File: src/rtl/ps2dr_pkg.sv
package ps2dr_pkg;
    localparam int BYTE_W = 8;

    // register slot codes taken from address bits [3:2]
    localparam logic [1:0] SLOT_ID_RST = 2'd0;
    localparam logic [1:0] SLOT_DATA   = 2'd1;
    localparam logic [1:0] SLOT_CTRL   = 2'd2;
    localparam logic [1:0] SLOT_STAT   = 2'd3;

    // control byte bit positions
    localparam int CB_ENABLE = 0;
    localparam int CB_LOOP   = 1;
    localparam int CB_DIAG   = 5;
    localparam int CB_DDIR   = 6;
    localparam int CB_CDIR   = 7;

    // status byte bit positions
    localparam int SB_RXNE   = 0;
    localparam int SB_IRQ    = 4;
    localparam int SB_DSHD   = 6;
    localparam int SB_CSHD   = 7;

    typedef struct packed {
        logic [BYTE_W-1:0] ctrl;
        logic [BYTE_W-1:0] lb_buf;
        logic              lb_full;
    } chan_state_t;

    typedef struct packed {
        logic [BYTE_W-1:0] rdata;
        logic              rvalid;
    } rd_state_t;
endpackage

File: src/rtl/ps2dr_status.sv
module ps2dr_status
    import ps2dr_pkg::*;
(
    input  logic [BYTE_W-1:0] ctrl_i,
    input  logic              rxne_i,
    input  logic              any_irq_i,
    output logic [BYTE_W-1:0] stat_o
);
    logic diag;

    always_comb begin
        diag   = ctrl_i[CB_DIAG];
        stat_o = '0;
        stat_o[SB_RXNE] = rxne_i;
        stat_o[SB_IRQ]  = any_irq_i;
        stat_o[SB_DSHD] = !(diag && !ctrl_i[CB_DDIR]);
        stat_o[SB_CSHD] = !(diag && !ctrl_i[CB_CDIR]);
    end
endmodule

File: src/rtl/ps2dr_chan.sv
module ps2dr_chan
    import ps2dr_pkg::*;
#(
    parameter int CHAN_ID = 0
) (
    input  logic              clk,
    input  logic              rst_n,
    input  logic              acc_i,
    input  logic              we_i,
    input  logic [1:0]        slot_i,
    input  logic [BYTE_W-1:0] wdata_i,
    input  logic              any_irq_i,
    input  logic              dev_irq_i,
    input  logic              dev_rx_nempty_i,
    input  logic [BYTE_W-1:0] dev_rx_data_i,
    output logic              dev_rx_pop_o,
    output logic              dev_tx_stb_o,
    output logic [BYTE_W-1:0] dev_tx_data_o,
    output logic [BYTE_W-1:0] rd_val_o,
    output logic              irq_o
);
    chan_state_t       st_d, st_q;
    logic              loop_on;
    logic              rxne;
    logic [BYTE_W-1:0] stat_b;

    assign loop_on = st_q.ctrl[CB_LOOP];
    assign rxne    = loop_on ? st_q.lb_full : dev_rx_nempty_i;

    ps2dr_status stat_i (
        .ctrl_i    (st_q.ctrl),
        .rxne_i    (rxne),
        .any_irq_i (any_irq_i),
        .stat_o    (stat_b)
    );

    always_comb begin
        st_d         = st_q;
        dev_rx_pop_o = 1'b0;
        dev_tx_stb_o = 1'b0;
        rd_val_o     = '0;
        if (acc_i && we_i) begin
            case (slot_i)
                SLOT_CTRL: st_d.ctrl = wdata_i;
                SLOT_DATA: begin
                    if (loop_on) begin
                        st_d.lb_buf  = wdata_i;
                        st_d.lb_full = 1'b1;
                    end else begin
                        dev_tx_stb_o = 1'b1;
                    end
                end
                default: ;
            endcase
        end
        if (acc_i && !we_i) begin
            case (slot_i)
                SLOT_ID_RST: rd_val_o = BYTE_W'(CHAN_ID);
                SLOT_DATA: begin
                    if (loop_on) begin
                        rd_val_o     = st_q.lb_buf;
                        st_d.lb_full = 1'b0;
                    end else if (dev_rx_nempty_i) begin
                        rd_val_o     = dev_rx_data_i;
                        dev_rx_pop_o = 1'b1;
                    end
                end
                SLOT_CTRL: rd_val_o = st_q.ctrl;
                default:   rd_val_o = stat_b;
            endcase
        end
    end

    always_ff @(posedge clk) begin
        if (!rst_n) st_q <= '0;
        else        st_q <= st_d;
    end

    assign dev_tx_data_o = wdata_i;
    assign irq_o         = st_q.lb_full | dev_irq_i;
endmodule

File: src/rtl/ps2_dual_regctl.sv
module ps2_dual_regctl
    import ps2dr_pkg::*;
#(
    parameter  int NUM_PORTS = 2,
    parameter  int WIN_BYTES = 256,
    localparam int WIN_BITS  = $clog2(WIN_BYTES),
    localparam int PSEL_W    = (NUM_PORTS > 1) ? $clog2(NUM_PORTS) : 1,
    localparam int ADDR_W    = WIN_BITS + PSEL_W
) (
    input  logic                        clk,
    input  logic                        rst_n,
    input  logic                        bus_req,
    input  logic                        bus_we,
    input  logic [ADDR_W-1:0]           bus_addr,
    input  logic [BYTE_W-1:0]           bus_wdata,
    output logic [BYTE_W-1:0]           bus_rdata,
    output logic                        bus_rvalid,
    input  logic [NUM_PORTS-1:0]        dev_rx_nempty,
    input  logic [NUM_PORTS*BYTE_W-1:0] dev_rx_data,
    output logic [NUM_PORTS-1:0]        dev_rx_pop,
    output logic [NUM_PORTS-1:0]        dev_tx_stb,
    output logic [NUM_PORTS*BYTE_W-1:0] dev_tx_data,
    input  logic [NUM_PORTS-1:0]        dev_irq,
    output logic                        irq_out
);
    localparam int SLOT_LSB = 2;

    logic [PSEL_W-1:0]           psel;
    logic [1:0]                  slot;
    logic [NUM_PORTS-1:0]        acc;
    logic [NUM_PORTS-1:0]        chan_irq;
    logic [NUM_PORTS*BYTE_W-1:0] rd_vals;
    logic                        any_irq;
    rd_state_t                   rd_d, rd_q;

    assign psel    = bus_addr[ADDR_W-1 -: PSEL_W];
    assign slot    = bus_addr[SLOT_LSB +: 2];
    assign any_irq = |chan_irq;

    for (genvar i = 0; i < NUM_PORTS; i++) begin : g_chan
        assign acc[i] = bus_req && (psel == PSEL_W'(i));
        ps2dr_chan #(.CHAN_ID(i)) chan_i (
            .clk             (clk),
            .rst_n           (rst_n),
            .acc_i           (acc[i]),
            .we_i            (bus_we),
            .slot_i          (slot),
            .wdata_i         (bus_wdata),
            .any_irq_i       (any_irq),
            .dev_irq_i       (dev_irq[i]),
            .dev_rx_nempty_i (dev_rx_nempty[i]),
            .dev_rx_data_i   (dev_rx_data[i*BYTE_W +: BYTE_W]),
            .dev_rx_pop_o    (dev_rx_pop[i]),
            .dev_tx_stb_o    (dev_tx_stb[i]),
            .dev_tx_data_o   (dev_tx_data[i*BYTE_W +: BYTE_W]),
            .rd_val_o        (rd_vals[i*BYTE_W +: BYTE_W]),
            .irq_o           (chan_irq[i])
        );
    end

    always_comb begin
        rd_d        = '0;
        rd_d.rvalid = bus_req && !bus_we;
        for (int i = 0; i < NUM_PORTS; i++) begin
            if (acc[i]) rd_d.rdata = rd_d.rdata | rd_vals[i*BYTE_W +: BYTE_W];
        end
    end

    always_ff @(posedge clk) begin
        if (!rst_n) rd_q <= '0;
        else        rd_q <= rd_d;
    end

    assign bus_rdata  = rd_q.rdata;
    assign bus_rvalid = rd_q.rvalid;
    assign irq_out    = any_irq;
endmodule

File: config.mk
export PLATFORM = sky130hd
export DESIGN_NAME = ps2_dual_regctl
export DESIGN_NICKNAME = d
export VERILOG_FILES = /design/src/rtl/ps2dr_pkg.sv /design/src/rtl/ps2dr_status.sv /design/src/rtl/ps2dr_chan.sv /design/src/rtl/ps2_dual_regctl.sv
export SDC_FILE = /design/constraint.sdc
export NUM_CORES = 1
export LEC_CHECK = 0
export ABC_AREA = 1
export BUFFER_PORTS_ARGS = -buffer_cell sky130_fd_sc_hd__buf_2
export CAP_MARGIN = 20
export CORE_ASPECT_RATIO = 0.9
export CORE_MARGIN = 2
export CORE_UTILIZATION = 45
export CTS_BUF_LIST = sky130_fd_sc_hd__clkbuf_2 sky130_fd_sc_hd__clkbuf_4 sky130_fd_sc_hd__clkbuf_8
export CTS_CLUSTER_SIZE = 8
export DETAILED_ROUTE_END_ITERATION = 6
export GPL_ROUTABILITY_DRIVEN = 0
export PLACE_DENSITY = 0.69
export REMOVE_ABC_BUFFERS = 1
export SYNTH_ARGS = -nofsm -noshare
export SYNTH_HDL_FRONTEND = slang
export SYNTH_HIERARCHICAL = 1
export SYNTH_SLANG_ARGS = --single-unit
File: constraint.sdc
create_clock -name clk -period 3.5 [get_ports clk]
set_input_delay 0.35 -clock clk [delete_from_list [all_inputs] [get_ports clk]]
set_output_delay 0.35 -clock clk [all_outputs]
set_load 0.05 [all_outputs]
==> flow_metrics.tcl <==
set metrics [dict create \
    outcome "completed" \
    cts_made_buffers 5 \
    busiest_layer "met2" \
    antenna_found_initial 0 \
    drtPass1Iterations 4 \
    synth_edf_count 0 \
    ios 71 \
    slew_headroom 0.509 \
    dp_hpwl_um 4890 \
    combPwrFrac 0.172 \
    cp.required_ns 3.15 \
    first_global_vias 2357 \
    cap_violations 0 \
    drc_errors 0 \
    intPower_w 0.000760 \
    total_power_w 0.00107 \
    clkTransAtPathRegs_ns 0.08 \
    n_antenna_cell 0 \
    crit_family "buffers and inverters" \
    fmax_ghz 0.451 \
    synth.distinct_cells 26 \
    switching_share 0.289 \
    met3_usage 0.0414 \
    crit_type "in2out" \
    syn_area_per_cell_sq_um 6.50 \
    synth-seq-cells 43 \
    final_antenna_net_count 0 \
    yosys-top-cells-area "dfxtp_1 (30%), nand3_1 (12%), nand2_1 (9.6%)" \
    cts_tree "built" \
    htreeDepth 2 \
    grt_max_degree 37 \
    place_area_sq_um 2920 \
    r2r-end "bus_rdata[6]" \
    worstReg2RegStart "g_chan[0].chan_i/loop_on" \
    die_w_um 88.4 \
    cp-endpoint "dev_rx_pop[0]" \
    synth_async_sr_flop_share 0 \
    seq_area_frac_synth 0.298 \
    use_met1 0.281 \
    yosysMostFrequentCell "nand2_1" \
    powerDensity_nw_per_um2 353 \
    vdd_drop_max_v 0.000209 \
    critPathArrivalTime_ns 1.87 \
    cts_root_buffer "clkbuf_8" \
    synthCells 444 \
    post_cts_resize_count 0 \
    rr_worst_depth 6 \
    p_clk_frac 0.360 \
    viasPerCell 4.90 \
    critical_path_depth 8 \
    switchingPower_w 0.000308 \
    crit_path_frequent_cell "inv_1" \
    totalWireLength_um 6900 \
    use_met2 0.322 \
    path_max_fanout 18 \
    synth_ff_type "dfxtp_1" \
    synth_common_cells "nand2_1 (74), nand3_1 (72), nor2_1 (69)" \
    fin_skew_ns 0.00553 \
    final_util 0.492 \
    finalInstanceArea_sq_um 3020 \
    finalSetupViolCount 0 \
    fill_cells 657 \
    cpMaxStageDelayCell "nor2_1" \
    clk_latency_ns 0.29 \
    row_count 27 \
    first_iter_violations 230 \
    grt_first_pass_wirelength_um 11200 \
    crit_start "bus_req" \
    worst_pin_slew_ns 0.736 \
    yosysWarnings 6 \
    hp-class "in2reg" \
    dieArea_sq_um 7070 \
    cts_buffer_depth 2 \
    drive_gt1_frac 0.196 \
    chipHeight_um 80.0 \
    end_kind "primary output" \
    rsz0062_at_grt "false" \
    syn_area_sq_um 2890 \
    p_leak_nw 1.49 \
    critPathBufInv 5 \
    nets 511 \
    vias 2728 \
    grt.total_usage 0.201 \
    fin_setup_tns_ns 0 \
    cp-start-kind "input pin" \
    cts_hold_buf 0 \
    holdWs_ns 0.295 \
    synth_top_area_share 0.298 \
    core-area_sq_um 6150 \
    numClockSinks 43 \
    postCtsSetupRepairBufs 0 \
    avgRoutedWirePerCell_um 12.4 \
    initial_core_util 0.470 \
    fin_crit_sh 0.633 \
    area_delta_synth_final_pct 4.72 \
    cpPeakStageDelay_ns 0.36 \
    finalHoldViolCount 0 \
    seqPwrFrac 0.468 \
    port_buffers 64 \
    slew_violations 0 \
    grt_overflow 0 \
    fin_crit_ns 2.22 \
    path_cells "buf_2 > inv_1 > nor2_1 > inv_1 > nor2_1 > inv_1 > nor3_1 > buf_2" \
    reg2reg_slack_ns 1.72 \
    yosysTopAreaCell "dfxtp_1" \
]
==> flip-flops by register name, indices dropped and copies added (netlist names) <==
register,cells
g_chan.chan_i/st_q,32
bus_rdata,8
g_chan.chan_i/loop_on,2
bus_rvalid,1
==> worst min path at each step <==
| stage | slack [ns] | to | startpoint | cells past startpoint |
|---|---|---|---|---|
| final | 0.29 | bus_rvalid | bus_we | 2 |
| after CTS | 0.29 | bus_rvalid | bus_we | 2 |
| after global placement | 0.49 | g_chan[1].chan_i/st_q[7] | g_chan[1].chan_i/st_q[7] | 2 |
| after detailed placement | 0.50 | g_chan[0].chan_i/st_q[2] | g_chan[0].chan_i/st_q[2] | 2 |
| after global routing | 0.32 | bus_rvalid | bus_we | 2 |
| after floorplan | 0.43 | bus_rvalid | bus_we | 1 |
==> metrics by stage <==
step,std cells,setup slack (ns)
finish,557,1.28
detailed placement,550,1.30
global route,557,1.09
CTS,557,1.30
floorplan,399,1.17
global placement,550,1.35
==> power groups by stage <==
stage | clock network [W] | registers (W) | logic (W)
detailed placement | 0 | 0.000511 | 0.000183
finish | 0.000385 | 0.000499 | 0.000184
global route | 0.000415 | 0.000501 | 0.000200
CTS | 0.000393 | 0.000499 | 0.000183
global placement | 0 | 0.000511 | 0.000181
floorplan | 0 | 0.000513 | 0.0000679
==> layout make-up <==
class / count / area, sq um / share of cell area
multi-input combinational: 308 / 1430 / 0.474
sequential: 43 / 861 / 0.285
timing repair buffer: 64 / 320 / 0.106
inverter: 48 / 194 / 0.0641
tap: 87 / 109 / 0.0360
clock buffer: 6 / 76.3 / 0.0252
clock inverter: 1 / 30.0 / 0.00993
==> routing by layer <==
layer | wire length (um) | share of wire
met5 | 0 | 0
met4 | 15 | 0.0022
met3 | 469 | 0.068
met2 | 3210 | 0.47
met1 | 3200 | 0.46
==> cells by family after synthesis <==
| family | synth area share |
|---|---|
| AOI/OAI and AO/OA | 0.0832 |
| buffers and inverters | 0.213 |
| DFF | 0.298 |
| other | 0.00260 |
| and+or+nand+nor | 0.403 |
==> placed cells by master (no fill, tap or decap), drive strengths merged <==
cell / synthesis / final
bufinv: 1 / 2
nand2: 75 / 75
o21ai: 35 / 35
or2: 3 / 3
a21oi: 13 / 13
dfxtp: 43 / 43
clkbuf: 4 / 6
buf: 47 / 64
nand4: 2 / 2
nor2: 75 / 75
clkinv: 1 / 1
inv: 46 / 46
conb: 2 / 8
nor3: 22 / 22
nand3: 75 / 75
==> worst register-to-register path: stages, from the launching register on <==
cell,delay (ns)
dfxtp_1,0.81
nand3_4,0.28
nor2_1,0.15
nor2_1,0.06
a21oi_1,0.18
nand3_1,0.10
a21oi_1,0.13
(Power assumes the default switching activity.)
